`src/rtl/hb_lane_pkg.sv`:
```
package hb_lane_pkg;
   localparam int LANE_W = 16;
   localparam int WORD_W = 2 * LANE_W;

   typedef enum logic [1:0] {
      SZ_BYTE = 2'd0,
      SZ_HALF = 2'd1,
      SZ_WORD = 2'd2
   } hb_size_e;
endpackage

```
`src/rtl/hb_xfer_seq.sv`:
```
module hb_xfer_seq
   import hb_lane_pkg::*;
#(
   parameter int ADDR_W = 32,
   localparam int HW_W = ADDR_W - 1
) (
   input  logic              clk,
   input  logic              rst_n,
   input  logic              req_valid,
   input  logic [1:0]        req_size,
   input  logic [ADDR_W-1:0] req_addr,
   input  logic              req_write,
   input  logic [WORD_W-1:0] req_wdata,
   input  logic [LANE_W-1:0] lo_in,
   output logic              req_ready,
   output logic              x_valid,
   output logic [1:0]        x_size,
   output logic [HW_W-1:0]   x_hw,
   output logic              x_a0,
   output logic              x_write,
   output logic [WORD_W-1:0] x_wdata,
   output logic              x_phase,
   output logic              x_last,
   output logic [LANE_W-1:0] lo_q
);
   logic first_of_word;

   assign first_of_word = x_valid && (x_size == SZ_WORD) && !x_phase;
   assign req_ready     = !first_of_word;
   assign x_last        = (x_size != SZ_WORD) || x_phase;

   always_ff @(posedge clk or negedge rst_n) begin
      if (!rst_n) begin
         x_valid <= 1'b0;
         x_size  <= SZ_BYTE;
         x_hw    <= '0;
         x_a0    <= 1'b0;
         x_write <= 1'b0;
         x_wdata <= '0;
         x_phase <= 1'b0;
         lo_q    <= '0;
      end else if (req_ready) begin
         x_valid <= req_valid;
         x_phase <= 1'b0;
         if (req_valid) begin
            x_size  <= req_size;
            x_hw    <= req_addr[ADDR_W-1:1];
            x_a0    <= req_addr[0];
            x_write <= req_write;
            x_wdata <= req_wdata;
         end
      end else begin
         x_phase <= 1'b1;
         x_hw    <= x_hw + 1'b1;
         lo_q    <= lo_in;
      end
   end

   a_r5_ready_low_mid_word: assert property (@(posedge clk) disable iff (!rst_n)
      (x_valid && x_size == SZ_WORD && !x_phase) |-> !req_ready);
   a_r5_second_half_follows: assert property (@(posedge clk) disable iff (!rst_n)
      (x_valid && x_size == SZ_WORD && !x_phase) |=> (x_valid && x_phase));
   a_r5_index_steps: assert property (@(posedge clk) disable iff (!rst_n)
      (x_valid && x_phase) |-> (x_hw == $past(x_hw) + 1'b1));
endmodule

```
`src/rtl/hb_addr_map.sv`:
```
module hb_addr_map #(
   parameter int PIN_W = 28,
   parameter int HW_W  = 31,
   parameter bit BSEL_CAPABLE = 1'b1,
   localparam int NARROW_W = PIN_W - 2
) (
   input  logic [HW_W-1:0]  hw,
   input  logic             bsel_en,
   output logic [PIN_W-1:0] pins
);
   if (HW_W < PIN_W) begin : g_bad_width
      $error("hb_addr_map: halfword index narrower than pin count");
   end

   logic [PIN_W-1:0] wide;
   logic [PIN_W-1:0] narrow;

   assign wide   = hw[PIN_W-1:0];
   assign narrow = {2'b00, hw[NARROW_W-1:0]};

   if (HW_W > PIN_W) begin : g_trunc
      logic unused_hi;
      assign unused_hi = ^hw[HW_W-1:PIN_W];
   end

   if (BSEL_CAPABLE) begin : g_two_modes
      assign pins = bsel_en ? narrow : wide;
   end else begin : g_wide_only
      logic unused_en;
      assign unused_en = bsel_en;
      assign pins = wide;
   end
endmodule

```
`src/rtl/hb_lane_steer.sv`:
```
module hb_lane_steer
   import hb_lane_pkg::*;
(
   input  logic              clk,
   input  logic              rst_n,
   input  logic              bsel_en,
   input  logic              valid,
   input  logic [1:0]        size,
   input  logic              a0,
   input  logic              phase,
   input  logic [WORD_W-1:0] wdata,
   input  logic [LANE_W-1:0] rdata,
   input  logic [LANE_W-1:0] lo_q,
   output logic [1:0]        bsel_n,
   output logic [LANE_W-1:0] lane_wdata,
   output logic [WORD_W-1:0] rsp_data,
   output logic              hazard
);
   logic       is_byte;
   logic       take_hi;
   logic [7:0] rd_byte;

   assign is_byte = (size == SZ_BYTE);
   assign take_hi = bsel_en && a0;
   assign rd_byte = take_hi ? rdata[15:8] : rdata[7:0];
   assign hazard  = valid && is_byte && !bsel_en;

   always_comb begin
      bsel_n = 2'b11;
      if (valid && bsel_en) begin
         if (is_byte) bsel_n = a0 ? 2'b01 : 2'b10;
         else         bsel_n = 2'b00;
      end
   end

   always_comb begin
      case (size)
         SZ_BYTE: lane_wdata = {wdata[7:0], wdata[7:0]};
         SZ_WORD: lane_wdata = phase ? wdata[31:16] : wdata[15:0];
         default: lane_wdata = wdata[15:0];
      endcase
   end

   always_comb begin
      case (size)
         SZ_BYTE: rsp_data = {24'd0, rd_byte};
         SZ_WORD: rsp_data = {rdata, lo_q};
         default: rsp_data = {16'd0, rdata};
      endcase
   end

   a_r1_single_strobe: assert property (@(posedge clk) disable iff (!rst_n)
      (valid && is_byte && bsel_en) |-> ($countones(~bsel_n) == 1));
   a_r2_idle_strobes_high: assert property (@(posedge clk) disable iff (!rst_n)
      (!valid || !bsel_en) |-> (bsel_n == 2'b11));
   a_r8_hazard_scope: assert property (@(posedge clk) disable iff (!rst_n)
      hazard |-> (valid && !bsel_en && bsel_n == 2'b11));
endmodule

```
`src/rtl/hb_lane_gen.sv`:
```
module hb_lane_gen
   import hb_lane_pkg::*;
#(
   parameter int PIN_W  = 28,
   parameter int ADDR_W = 32,
   parameter bit BSEL_CAPABLE = 1'b1,
   localparam int HW_W = ADDR_W - 1
) (
   input  logic              clk,
   input  logic              rst_n,
   input  logic              cfg_bsel_en,
   input  logic              req_valid,
   output logic              req_ready,
   input  logic [1:0]        req_size,
   input  logic [ADDR_W-1:0] req_addr,
   input  logic              req_write,
   input  logic [31:0]       req_wdata,
   output logic              rsp_valid,
   output logic [31:0]       rsp_rdata,
   output logic              hb_valid,
   output logic              hb_write,
   output logic [PIN_W-1:0]  hb_addr,
   output logic [1:0]        hb_bsel_n,
   output logic [15:0]       hb_wdata,
   input  logic [15:0]       hb_rdata,
   output logic              byte_hazard
);
   if (PIN_W < 4) begin : g_bad_pins
      $error("hb_lane_gen: PIN_W must be at least 4");
   end
   if (ADDR_W < PIN_W + 1) begin : g_bad_addr
      $error("hb_lane_gen: ADDR_W must exceed PIN_W");
   end

   logic              en_eff;
   logic              x_valid, x_a0, x_write, x_phase, x_last;
   logic [1:0]        x_size;
   logic [HW_W-1:0]   x_hw;
   logic [WORD_W-1:0] x_wdata;
   logic [LANE_W-1:0] lo_q;

   if (BSEL_CAPABLE) begin : g_en_live
      assign en_eff = cfg_bsel_en;
   end else begin : g_en_off
      logic unused_cfg;
      assign unused_cfg = cfg_bsel_en;
      assign en_eff = 1'b0;
   end

   hb_xfer_seq #(.ADDR_W(ADDR_W)) u_seq (
      .clk(clk), .rst_n(rst_n),
      .req_valid(req_valid), .req_size(req_size), .req_addr(req_addr),
      .req_write(req_write), .req_wdata(req_wdata), .lo_in(hb_rdata),
      .req_ready(req_ready), .x_valid(x_valid), .x_size(x_size),
      .x_hw(x_hw), .x_a0(x_a0), .x_write(x_write), .x_wdata(x_wdata),
      .x_phase(x_phase), .x_last(x_last), .lo_q(lo_q)
   );

   hb_addr_map #(.PIN_W(PIN_W), .HW_W(HW_W), .BSEL_CAPABLE(BSEL_CAPABLE)) u_map (
      .hw(x_hw), .bsel_en(en_eff), .pins(hb_addr)
   );

   hb_lane_steer u_steer (
      .clk(clk), .rst_n(rst_n), .bsel_en(en_eff), .valid(x_valid),
      .size(x_size), .a0(x_a0), .phase(x_phase), .wdata(x_wdata),
      .rdata(hb_rdata), .lo_q(lo_q), .bsel_n(hb_bsel_n),
      .lane_wdata(hb_wdata), .rsp_data(rsp_rdata), .hazard(byte_hazard)
   );

   assign hb_valid  = x_valid;
   assign hb_write  = x_valid && x_write;
   assign rsp_valid = x_valid && !x_write && x_last;

   a_r9_no_write_response: assert property (@(posedge clk) disable iff (!rst_n)
      hb_write |-> !rsp_valid);
   a_r3_top_pins_clear: assert property (@(posedge clk) disable iff (!rst_n)
      (hb_valid && en_eff) |-> (hb_addr[PIN_W-1 -: 2] == 2'b00));
endmodule

```
`config.mk`:
```
export PLATFORM = sky130hd
export DESIGN_NAME = hb_lane_gen
export DESIGN_NICKNAME = d
export VERILOG_FILES = /design/src/rtl/hb_lane_pkg.sv /design/src/rtl/hb_xfer_seq.sv /design/src/rtl/hb_addr_map.sv /design/src/rtl/hb_lane_steer.sv /design/src/rtl/hb_lane_gen.sv
export SDC_FILE = /design/constraint.sdc
export NUM_CORES = 1
export LEC_CHECK = 0
export BUFFER_PORTS_ARGS = -buffer_cell sky130_fd_sc_hd__buf_4
export CORE_UTILIZATION = 40
export DETAILED_ROUTE_END_ITERATION = 10
export PLACE_DENSITY = 0.75
export SYNTH_ARGS = -nofsm -noshare
export SYNTH_HDL_FRONTEND = slang
export SYNTH_SLANG_ARGS = --single-unit
```
`constraint.sdc`:
```
create_clock -name clk -period 2.01 [get_ports clk]
set_input_delay 0.3015 -clock clk [delete_from_list [all_inputs] [get_ports clk]]
set_output_delay 0.3015 -clock clk [all_outputs]
set_load 0.05 [all_outputs]
```
==> results.json <==
{
  "ys_warn_count": 0,
  "gp_congestion": 0.871,
  "synthTopCellsByArea": "dfrtp_1 45%, nand2_1 17%, buf_4 4.3%",
  "tns_ns": 0,
  "critPathLaunchType": "flip-flop",
  "grt_max_degree": 44,
  "synth_compound_area_frac": 0.146,
  "yosysTopAreaCell": "dfrtp_1",
  "rr_startpoint": "u_seq.x_hw[10]",
  "worst-path-buf-inv": 3,
  "cpMaxStageDelayCell": "dfrtp_2",
  "wl_per_cell_microns": 15.8,
  "cp.required_ns": 1.71,
  "drc": 0,
  "row_count": 38,
  "cts_root_buf": "clkbuf_16",
  "skew_ns": 0.00511,
  "min_from": "req_wdata[16]",
  "io_buffers": 166,
  "hold_viol": 0,
  "antenna_left": 0,
  "synth_ff_type": "dfrtp_1",
  "synth_xor_area_frac": 0,
  "drive_gt1_frac": 0.383,
  "outcome": "finished clean",
  "final_util": 0.590,
  "synth_top_cell_area_share": 0.449,
  "clk_latency_ns": 0.34,
  "max_freq_mhz": 508,
  "cpPeakStageDelay_ns": 0.43,
  "drv_slew": 0,
  "cts_tree": "yes",
  "clkTransAtPathRegs_ns": 0.06,
  "path_cells": "buf_4 -> bufbuf_16 -> o311ai_2 -> buf_4",
  "crit_top_cell": "buf_4",
  "holdPathEnd": "u_seq.x_wdata[16]",
  "cap_violations": 0,
  "maxSlewHeadroom": 0.610,
  "grt_overflow_total": 0,
  "finalCriticalPeriod_ns": 1.97,
  "grt_pass1_wl_microns": 21300,
  "drt_iter0_drc": 322,
  "synth_edf_count": 0,
  "synth_cells": 557,
  "ios": 170,
  "die_height_microns": 109,
  "r2r_setup_slack_ns": 0.05,
  "layout-area-overhead-vs-synth_pct": 41.7,
  "diodes": 0,
  "h-tree-depth": 3,
  "ys_seq_area_frac": 0.449,
  "antenna_found_initial": 0,
  "netlist_top_cells_count": "201 x nand2_1, 82 x dfrtp_1, 26 x buf_4, 26 x nor2_1",
  "drt_wl_total_microns": 13500,
  "setup_viol": 0,
  "numCtsBuffers": 9,
  "dr.pass1.iters": 4,
  "cts_sinks": 82,
  "viasPerCell": 5.34,
  "yosysUniqueCellTypes": 53,
  "synth_top_family_by_area": "simple AND/OR/NAND/NOR gates",
  "post-route-period-util": 0.979,
  "p_total_mw": 6.51,
  "chipWidth_microns": 109,
  "die-area_sq_um": 11900,
  "rsz0062_at_grt": "yes",
  "p_per_area_nw_per_um2": 1000,
  "worstHoldPathType": "input pin to flip-flop",
  "synth_fa_ha_area_frac": 0.00274,
  "ys_ff_latch": 82,
  "synth.most_common_cell": "nand2_1",
  "cp_top_family": "buffers and inverters",
  "track_usage": 0.233,
  "async_flop_share": 1.00,
  "initial_core_util": 0.416,
  "p_leak_nw": 3.16,
  "hold_depth": 3,
  "avgSynthCellArea_sq_um": 8.21,
  "worstSetupEndpointType": "primary output",
  "syn-cell-area_sq_um": 4570,
  "arrival_ns": 1.67,
  "crit_fanout": 13,
  "nets": 801,
  "worstSetupPathType": "flip-flop to primary output",
  "hpwl_microns": 9980,
  "post_synth_mux_area_share": 0.0356,
  "yosys.area_share.simple": 0.293,
  "grt_pass1_vias": 4350,
  "vdd_ir_drop_max_mv": 0.505,
  "r2r_end": "u_seq.x_hw[22]",
  "clock_path_buffers": 2,
  "reg2reg_depth": 5,
  "synthesis.nets": 645,
  "placeableCoreArea_sq_um": 11000,
  "vias": 4581,
  "tightest_slew_ns": 0.586
}
## routing by layer
| metal | track usage | part of all wire |
|---|---|---|
| met1 | 0.311 | 0.44 |
| met2 | 0.377 | 0.48 |
| met3 | 0.0311 | 0.054 |
| met4 | 0.104 | 0.023 |
| met5 | 0 | 0 |
## registers in the layout (all words and copies together) (netlist names)
register and count:
u_seq.lo_q 16, u_seq.x_phase 1, u_seq.x_valid 1, u_seq.x_a0 1, u_seq.x_wdata 32, u_seq.x_write 1, u_seq.x_hw 28, u_seq.x_size 2
## power by group
group / leakage, nW / switching (mW) / internal [mW]
Clock: 0.131 / 0.658 / 0.864
Sequential: 0.974 / 0.279 / 1.99
Combinational: 2.06 / 1.74 / 0.980
Total: 3.16 / 2.67 / 3.83
## final cells by class
type,instances,area [sq um]
clock buffer,11,243
clock inverter,5,30.0
fill,995,4510
inverter,5,18.8
multi-input combinational,412,2340
sequential,82,2060
tap,140,175
timing repair buffer,203,1610
## worst min-delay path: cells and delay by family
kind          cells  cell delay, ns
buf+inv           1            0.08
simple gates      2            0.08
## worst max path at each step
stage	start	end	slack, ns	cells after the start
after CTS	u_seq.x_size[1]	rsp_rdata[7]	0.006	6
after global placement	u_seq.x_hw[9]	u_seq.x_hw[20]	0.10	5
final	u_seq.x_size[1]	hb_bsel_n[1]	0.04	4
after detailed placement	u_seq.x_hw[9]	u_seq.x_hw[22]	0.04	5
after floorplan	u_seq.x_size[1]	byte_hazard	-0.06	3
after global routing	u_seq.x_hw[2]	u_seq.x_hw[17]	-0.04	6
## stage by stage
| stage | hold slack, ns | cell area (sq um) | setup slack (ns) | cells |
|---|---|---|---|---|
| floorplan | 0.00591 | 4650 | -0.0595 | 557 |
| global placement | 0.334 | 6010 | 0.104 | 837 |
| detailed placement | 0.331 | 6010 | 0.0431 | 837 |
| CTS | 0.147 | 6400 | 0.00583 | 858 |
| global route | 0.163 | 6480 | -0.0372 | 858 |
| finish | 0.148 | 6480 | 0.0426 | 858 |
## kinds of logic after synthesis
| group | after synthesis |
|---|---|
| mux | 15 |
| buf+inv | 63 |
| compound gates | 94 |
| simple gates | 302 |
| fa+ha+maj | 1 |
| flops | 82 |
## layout by cell type (no fill, tap or decap), drive strengths merged, types with 4 or more instances in the layout
master,n
a211oi,4
a21oi,13
a22oi,9
and2,18
buf,201
clkbuf,11
dfrtp,82
inv,5
mux2,10
mux2i,5
nand2,201
nand3,17
nand4,10
nor2,26
nor2b,4
nor3,6
nor4,4
o21ai,26
o221a,5
o22a,17
## timing repair
action	4_1_cts	5_1_grt
cloned	1	0
setup buffers	3	0
resized for setup	15	19
endpoints found under the setup margin	30	45
pin swaps	2	3
endpoints found under the hold margin	41	0
hold buffers	1	0
(Power assumes the default switching activity.)
